<file path="src/rtl/bcd_wdt_timer.sv">
module bcd_wdt_timer #(
  parameter int DIGITS = 4
) (
  input  logic                clk,
  input  logic                rst_n,
  input  logic                tick,
  input  logic                wr_en,
  input  logic                wr_sel,
  input  logic [7:0]          wr_data,
  input  logic                interval_mode,
  output logic                irq
);
  localparam int W  = 4 * DIGITS;
  localparam int NB = DIGITS / 2;

  logic [W-1:0] period_q, count_q, period_new, count_dec;
  logic [DIGITS:0] borrow;
  logic irq_q;

  genvar b, i;
  generate
    for (b = 0; b < NB; b++) begin : g_byte
      assign period_new[8*b +: 8] = (wr_en && (int'(wr_sel) == b)) ? wr_data : period_q[8*b +: 8];
    end
  endgenerate

  assign borrow[0] = 1'b1;
  generate
    for (i = 0; i < DIGITS; i++) begin : g_dig
      logic [3:0] nib;
      assign nib = count_q[4*i +: 4];
      assign count_dec[4*i +: 4] = !borrow[i] ? nib : (nib == 4'd0) ? 4'd9 : nib - 4'd1;
      assign borrow[i+1] = borrow[i] && (nib == 4'd0);
    end
  endgenerate

  wire running = |count_q;
  wire last    = (count_q == W'(1));
  wire expire  = tick && !wr_en && last;

  always_ff @(posedge clk) begin
    if (!rst_n) begin
      period_q <= '0;
      count_q  <= '0;
      irq_q    <= 1'b0;
    end else if (wr_en) begin
      period_q <= period_new;
      count_q  <= period_new;
      irq_q    <= 1'b0;
    end else begin
      if (tick && running)
        count_q <= last ? (interval_mode ? period_q : '0) : count_dec;
      irq_q <= expire || (irq_q && !interval_mode);
    end
  end

  assign irq = irq_q;
endmodule


</file>
<file path="config.mk">
export PLATFORM = sky130hd
export DESIGN_NAME = bcd_wdt_timer
export DESIGN_NICKNAME = d
export VERILOG_FILES = /design/src/rtl/bcd_wdt_timer.sv
export SDC_FILE = /design/constraint.sdc
export NUM_CORES = 1
export LEC_CHECK = 0
export BUFFER_PORTS_ARGS = -buffer_cell sky130_fd_sc_hd__buf_2
export CAP_MARGIN = 30
export CORE_MARGIN = 3
export CORE_UTILIZATION = 48
export CTS_BUF_LIST = sky130_fd_sc_hd__clkbuf_8
export DETAILED_ROUTE_END_ITERATION = 12
export GPL_ROUTABILITY_DRIVEN = 0
export PLACE_DENSITY = 0.66
export SYNTH_ARGS = -nofsm -noshare
export SYNTH_HDL_FRONTEND = slang
export SYNTH_SLANG_ARGS = --single-unit
export TNS_END_PERCENT = 30
</file>
<file path="constraint.sdc">
create_clock -name clk -period 5.4 [get_ports clk]
set_input_delay 0.27 -clock clk [delete_from_list [all_inputs] [get_ports clk]]
set_output_delay 0.27 -clock clk [all_outputs]
set_load 0.1 [all_outputs]
</file>
==> results.ini, run 1 <==
[status]
status = finished clean

[logic_synthesis]
synth_edf_count = 0
ys_types = 48
ys_ff_latch = 33
synth.net_count = 290
syn_area_per_cell_um2 = 7.71
synth-async-reset-ratio = 0
netlist_area_um2 = 2130
synth-main-ff-cell = dfxtp_1
netlist_instances = 276
ys_warn_count = 0
ys_seq_area_frac = 0.311

[power]
peakVddDrop_v = 0.000126
p_total_uw = 596
power.leakage_nw = 0.796
powerDensity_nw_per_um2 = 273

[sta]
slew_headroom = 0.525
finalMaxSlewViolations = 0
hold_viol = 0
rsz0062_at_grt = false
min_period_ns = 2.05
setup_tns_ns = 0
setup_viol = 0
fmax_mhz = 487
clock_skew_ns = 0.00344
worst_pin_slew_ns = 0.712
finalCritPeriodShare = 0.380

[cells_and_area]
utilization = 0.526
fillerInstances = 433
postLayoutCellArea_um2 = 2180
area_growth_pct = 2.47
nets = 287
fin_cells = 324
num_antenna_cells = 0
drive_gt1_frac = 0.109

[grt]
grt_pass1_wl_mm = 8.38
grt-ovfl-total = 0
grt_pass1_vias = 1644
grt_antenna_before_repair = 0
grt_max_degree = 45
grtUsageTotal = 0.202

[clock_tree]
cts_setup_buffers = 0
cts_root_buffer = clkbuf_8
hold_buffers = 0
ctsResizeCount = 0
clock_sinks = 33
clkLatencyLatePin_ns = 0.28
cts.reportedPaths.clkPinSlew_ns = 0.07
cts_buffers = 5
cts_tree = yes
cts_max_level = 2
clock_path_buffers = 2

[setup_path]
critPathArrivalTime_ns = 2.26
critical_path_required_ns = 5.61
end_kind = register
critPathLaunchType = register
r2r_cells = 4
critPathMaxFanout = 8
crit_type = register to register

[floorplan]
num_rows = 23
die_y_um = 72.6
dieWidth_um = 72.6
io_pins = 15
core_um2 = 4140
die_area_um2 = 5270
initial_utilization = 0.513

[placed_design]
port_buffers = 14
hpwl_mm = 3.49
placed_cells = 316
placed_area_um2 = 2100

[detailed_routing]
wl_per_cell_um = 15.6
drt_wl_total_mm = 5.04
vias = 1915
drc_errors = 0
drtIter0Drc = 163
drt_first_pass_iters = 4
via_per_inst = 5.91
ant_nets = 0

[job]
drv_cap = 0

[hold_path]
min_path_cells = 3
min_path_type = input port to register

-- stage by stage --
| step | setup slack, ns | hold slack (ns) |
|---|---|---|
| after floorplan | 3.64 | 0.411 |
| after global placement | 3.39 | 0.465 |
| after detailed placement | 3.41 | 0.480 |
| after CTS | 3.39 | 0.266 |
| after global routing | 3.21 | 0.288 |
| final | 3.35 | 0.269 |
-- cell usage after synthesis, types with 5 or more instances --
library cell  count  area (µm²)
mux2i_1          15         150
o21ai_0          11        55.1
nand4_1           6        37.5
nand2_1          66         248
o21ai_1           5        25.0
nand3_1          11        55.1
a21boi_0         16         120
a21oi_1          15        75.1
inv_1             5        18.8
clkbuf_1         12        45.0
nor2b_1           6        37.5
dfxtp_1          33         661
nor4_1            5        31.3
nor3_1            7        35.0
a211oi_1          7        52.6
-- final cells by class --
type	instances	area (µm²)	share of cell area
Clock inverter	3	11.3	0.00517
Sequential cell	33	661	0.303
Tap cell	50	62.6	0.0287
Clock buffer	5	68.8	0.0316
Timing Repair Buffer	14	70.1	0.0321
Multi-Input combinational cell	214	1290	0.591
Inverter	5	18.8	0.00861
-- cell usage in the layout, fill, tap and decap left out, types with 2 or more instances in the layout --
cell	count
a211oi_1	7
a21boi_0	16
a21oi_1	15
a31oi_1	3
a41oi_1	4
and4_2	2
buf_2	14
clkbuf_8	5
dfxtp_1	33
inv_1	8
mux2_2	2
mux2i_1	15
nand2_1	66
nand3_1	11
nand4_1	6
nor2_1	4
nor2b_1	6
nor3_1	7
nor4_1	5
o21a_1	3
o21ai_0	11
o21ai_1	5
o31ai_1	2
or4_4	2
xnor2_1	3
-- flip-flops by register name, summed over array words and instances, names as in the netlist --
| register | count |
|---|---|
| count_q | 16 |
| irq | 1 |
| period_q | 16 |
-- critical path: stages, from the launching register on --
cell and delay [ns]:
dfxtp_1 0.38, nor4_1 0.58, a41oi_1 0.40, a21oi_2 0.39, mux2i_1 0.23
-- kinds of logic after synthesis --
logic type | after synthesis | synth area share
AOI/OAI and AO/OA | 75 | 0.232
xor gates and xnor gates | 3 | 0.0124
buffers and inverters | 29 | 0.0841
DFF | 33 | 0.311
muxes | 17 | 0.0812
and+or+nand+nor | 119 | 0.279
-- routing by layer --
metal,track usage,part of all wire,vias to the layer above
li1,-,-,982
met1,0.325,0.51,879
met2,0.272,0.43,49
met3,0.0303,0.049,5
met4,0.0615,0.0083,0
met5,0,0,-
-- power breakdown --
group          internal [mW]  leakage (nW)  total [mW]  switching (mW)
logic                 0.0599         0.473       0.136          0.0762
clock network         0.0858        0.0519       0.171          0.0849
registers              0.261         0.271       0.289          0.0275
total                  0.407         0.796       0.596           0.189
-- final timing paths --
path	slack, ns	start	end
worst min-delay path	0.27	wr_data[4]	period_q[4]
worst max-delay path	3.35	count_q[12]	count_q[5]
worst min register to register	0.49	period_q[3]	period_q[3]
worst max register to register	3.35	count_q[12]	count_q[5]
Note: power is estimated with default switching activity, not from simulation.
==> inputs of run 2 (changes only) <==
- ABC_AREA: not set -> 1
- clock period: 5.4 -> 2.1 ns (I/O delays scaled with it)
==> run 2 against run 1 <==
Die area is 0.70% lower. Count of clock-buffer cells in the layout is 2 higher. Global-route usage is 2.6 points higher. Critical path type unchanged. Critical endpoint is now count_q[6]. Highest routed layer unchanged. Clock skew is 0.0015 ns higher. Area after synthesis is 0.76% lower.
==> results.ini, run 2 <==
[setup_path]
slowest_delay_ns = 0.35  ; -0.23 ns
worstPathCellList = nor2_2 -> nand2_1 -> nor2_2 -> nand2_2 -> nand2_2 -> nand2_2 -> nand2_1 -> nand2_1 -> nand2_1 -> nor2_1
critPathArrivalTime_ns = 1.91  ; -0.35 ns
critPathLaunchType = register
crit_type = register to register
critical_path_required_ns = 2.29  ; -3.32 ns
end_kind = register
cp_common_cell = nand2_1
critPathSlowestCell = dfxtp_1
critPathMaxFanout = 14  ; +6
reg2reg_setup_slack_ns = 0.38  ; -2.97 ns

[cells_and_area]
final_common_cell = nand2_1
num_antenna_cells = 0  ; unchanged
fillerInstances = 433  ; unchanged
multiInputGateArea_um2 = 1210  ; -6.3%
final_cell_mix = nand2_1 (113), nor2_1 (62), inv_1 (38)
area_growth_pct = 7.71
drive_gt1_frac = 0.135  ; +0.0251
regArea_um2 = 661  ; unchanged
nets = 377  ; +31%

[logic_synthesis]
synth_top_family_by_area = simple AND/OR/NAND/NOR gates
synth_area_leader_cell = dfxtp_1
yosys.area_share.simple = 0.472  ; +0.192
synth_xor_area_frac = 0  ; -0.0124
muxShareOfSynthArea = 0  ; -0.0812
syn_area_per_cell_um2 = 6.00  ; -22%
yosysMostFrequentCell = nand2_1
ys_warn_count = 0  ; unchanged
ys_types = 24  ; -50%
synth-main-ff-cell = dfxtp_1
ys_ff_latch = 33  ; unchanged
synth_fa_ha_area_frac = 0  ; unchanged
synth.net_count = 366  ; +26%
netlist_instances = 352  ; +28%
netlist_area_um2 = 2110  ; -0.76%
synth_edf_count = 0  ; unchanged
ys_seq_area_frac = 0.313  ; +0.00239
synth-compound-area-share = 0.0996  ; -0.133
synth_top_area_share = 0.313  ; +0.00239
yosys-top-cells-area = dfxtp_1 (31%), nand2_1 (20%), nor2_1 (11%)
synth_common_cells = nand2_1 (113), nor2_1 (62), inv_1 (38)
synth-async-reset-ratio = 0  ; unchanged

[floorplan]
dieWidth_um = 72.3  ; -0.35%
die_y_um = 72.3  ; -0.35%
core_um2 = 4120  ; -0.69%
io_pins = 15  ; unchanged
die_area_um2 = 5230  ; -0.70%
num_rows = 23  ; unchanged
initial_utilization = 0.513  ; about the same

[sta]
finalMaxSlewViolations = 0  ; unchanged
slew_headroom = 0.625  ; +0.0991
hold_viol = 0  ; unchanged
clock_skew_ns = 0.00493  ; +0.00149 ns
worst_pin_slew_ns = 0.563  ; -0.149 ns
fmax_mhz = 580  ; +19%
rsz0062_at_grt = false
min_period_ns = 1.72  ; -0.328 ns
finalCritPeriodShare = 0.821  ; +0.441
setup_tns_ns = 0  ; unchanged
setup_viol = 0  ; unchanged

[power]
peakVddDrop_v = 0.000369  ; +190%
p_total_mw = 1.79  ; +200%
p_clk_frac = 0.301  ; +0.014
power.leakage_nw = 1.14  ; +43%
power.share.switching = 0.354  ; +0.0378
netSwitchingPower_uw = 634  ; +240%
combPwrFrac = 0.291  ; +0.062
powerDensity_nw_per_um2 = 787  ; +190%
p_int_mw = 1.16  ; +180%
seqPwrFrac = 0.408  ; -0.077

[clock_tree]
cts_setup_buffers = 0  ; unchanged
cts_max_level = 2  ; unchanged
cts.reportedPaths.clkPinSlew_ns = 0.07  ; about the same
cts_buffers = 5  ; unchanged
cts_root_buffer = clkbuf_8
clock_path_buffers = 2  ; unchanged
hold_buffers = 0  ; unchanged
ctsResizeCount = 0  ; unchanged
clock_sinks = 33  ; unchanged
clkLatencyLatePin_ns = 0.29  ; about the same
cts_tree = yes

[grt]
grt_antenna_before_repair = 0  ; unchanged
grt_pass1_vias = 1995  ; +21%
grt-ovfl-total = 0  ; unchanged
grt_max_degree = 19  ; -58%
grt_pass1_wl_mm = 9.32  ; +11%
grtUsageTotal = 0.229  ; +0.0264

[detailed_routing]
via_per_inst = 5.00  ; -15%
wl_per_cell_um = 12.8  ; -17%
drc_errors = 0  ; unchanged
drtIter0Drc = 152  ; -6.7%
drt_wl_total_mm = 5.32  ; +5.5%
ant_nets = 0  ; unchanged
vias = 2070  ; +8.1%
drt_first_pass_iters = 4  ; unchanged

[job]
drv_cap = 0  ; unchanged

[placed_design]
port_buffers = 14  ; unchanged
hpwl_mm = 3.80  ; +8.9%

[status]
status = finished clean

[hold_path]
min_path_type = input port to register

run 2: changes by cell type in the layout (fill, tap and decap cells not counted), moves of 7 or more:
| cell | before | now |
|---|---|---|
| a211oi_1 | 7 | 0 |
| nand3_1 | 11 | 25 |
| inv_1 | 8 | 38 |
| nor2_2 | 0 | 8 |
| mux2i_1 | 15 | 0 |
| nor3_1 | 7 | 0 |
| a21boi_0 | 16 | 2 |
| nor2_1 | 4 | 62 |
| nand2_1 | 66 | 113 |
run 2: logic make-up after synthesis:
group / count (synthesis)
buf+inv: 54
simple gates: 225
flops: 33
compound gates: 40
run 2: worst max-delay path, delay by kind of cell (launching register included):
| kind | cells | cell delay [ns] |
|---|---|---|
| simple gates | 10 | 1.28 |
| flops | 1 | 0.35 |
run 2: worst paths after layout:
check,startpoint,endpoint,cells past startpoint
min reg2reg,period_q[15],period_q[15],2
max reg2reg,count_q[0],count_q[6],10
min,wr_data[4],period_q[4],3
max,count_q[0],count_q[6],10
run 2: stage by stage:
| stage | setup WS (ns) | area, µm² | utilization | instances | hold WS (ns) |
|---|---|---|---|---|---|
| after floorplan | 0.750 | 2110 | - | 352 | 0.177 |
| after global placement | 0.414 | 2170 | 0.528 | 406 | 0.401 |
| after detailed placement | 0.404 | 2170 | 0.528 | 406 | 0.402 |
| after CTS | 0.389 | 2270 | 0.552 | 414 | 0.0846 |
| after global routing | 0.198 | 2270 | 0.552 | 414 | 0.0906 |
| final | 0.376 | 2270 | 0.552 | 414 | 0.0951 |
run 2: final cells by class:
type / count / area share
multi-input combinational: 265 / 0.531
sequential: 33 / 0.291
inverter: 42 / 0.0693
clock buffer: 7 / 0.0424
timing repair buffer: 16 / 0.0374
tap: 50 / 0.0275
clock inverter: 1 / 0.00220
run 2: per-layer routing:
| layer | vias up | routed length [µm] | GRT usage | part of all wire |
|---|---|---|---|---|
| met5 | - | 0 | 0 | 0 |
| met4 | 0 | 129 | 0.104 | 0.024 |
| met3 | 13 | 279 | 0.0457 | 0.052 |
| met2 | 50 | 2270 | 0.341 | 0.43 |
| met1 | 908 | 2640 | 0.317 | 0.50 |
| li1 | 1099 | - | - | - |
run 2: power by group through the flow:
stage               Clock (mW)  Sequential (mW)  Combinational [mW]
finish                   0.538            0.731               0.520
global route             0.581            0.737               0.603
CTS                      0.553            0.731               0.520
detailed placement           0            0.745               0.515
global placement             0            0.742               0.513
floorplan                    0            0.736               0.425
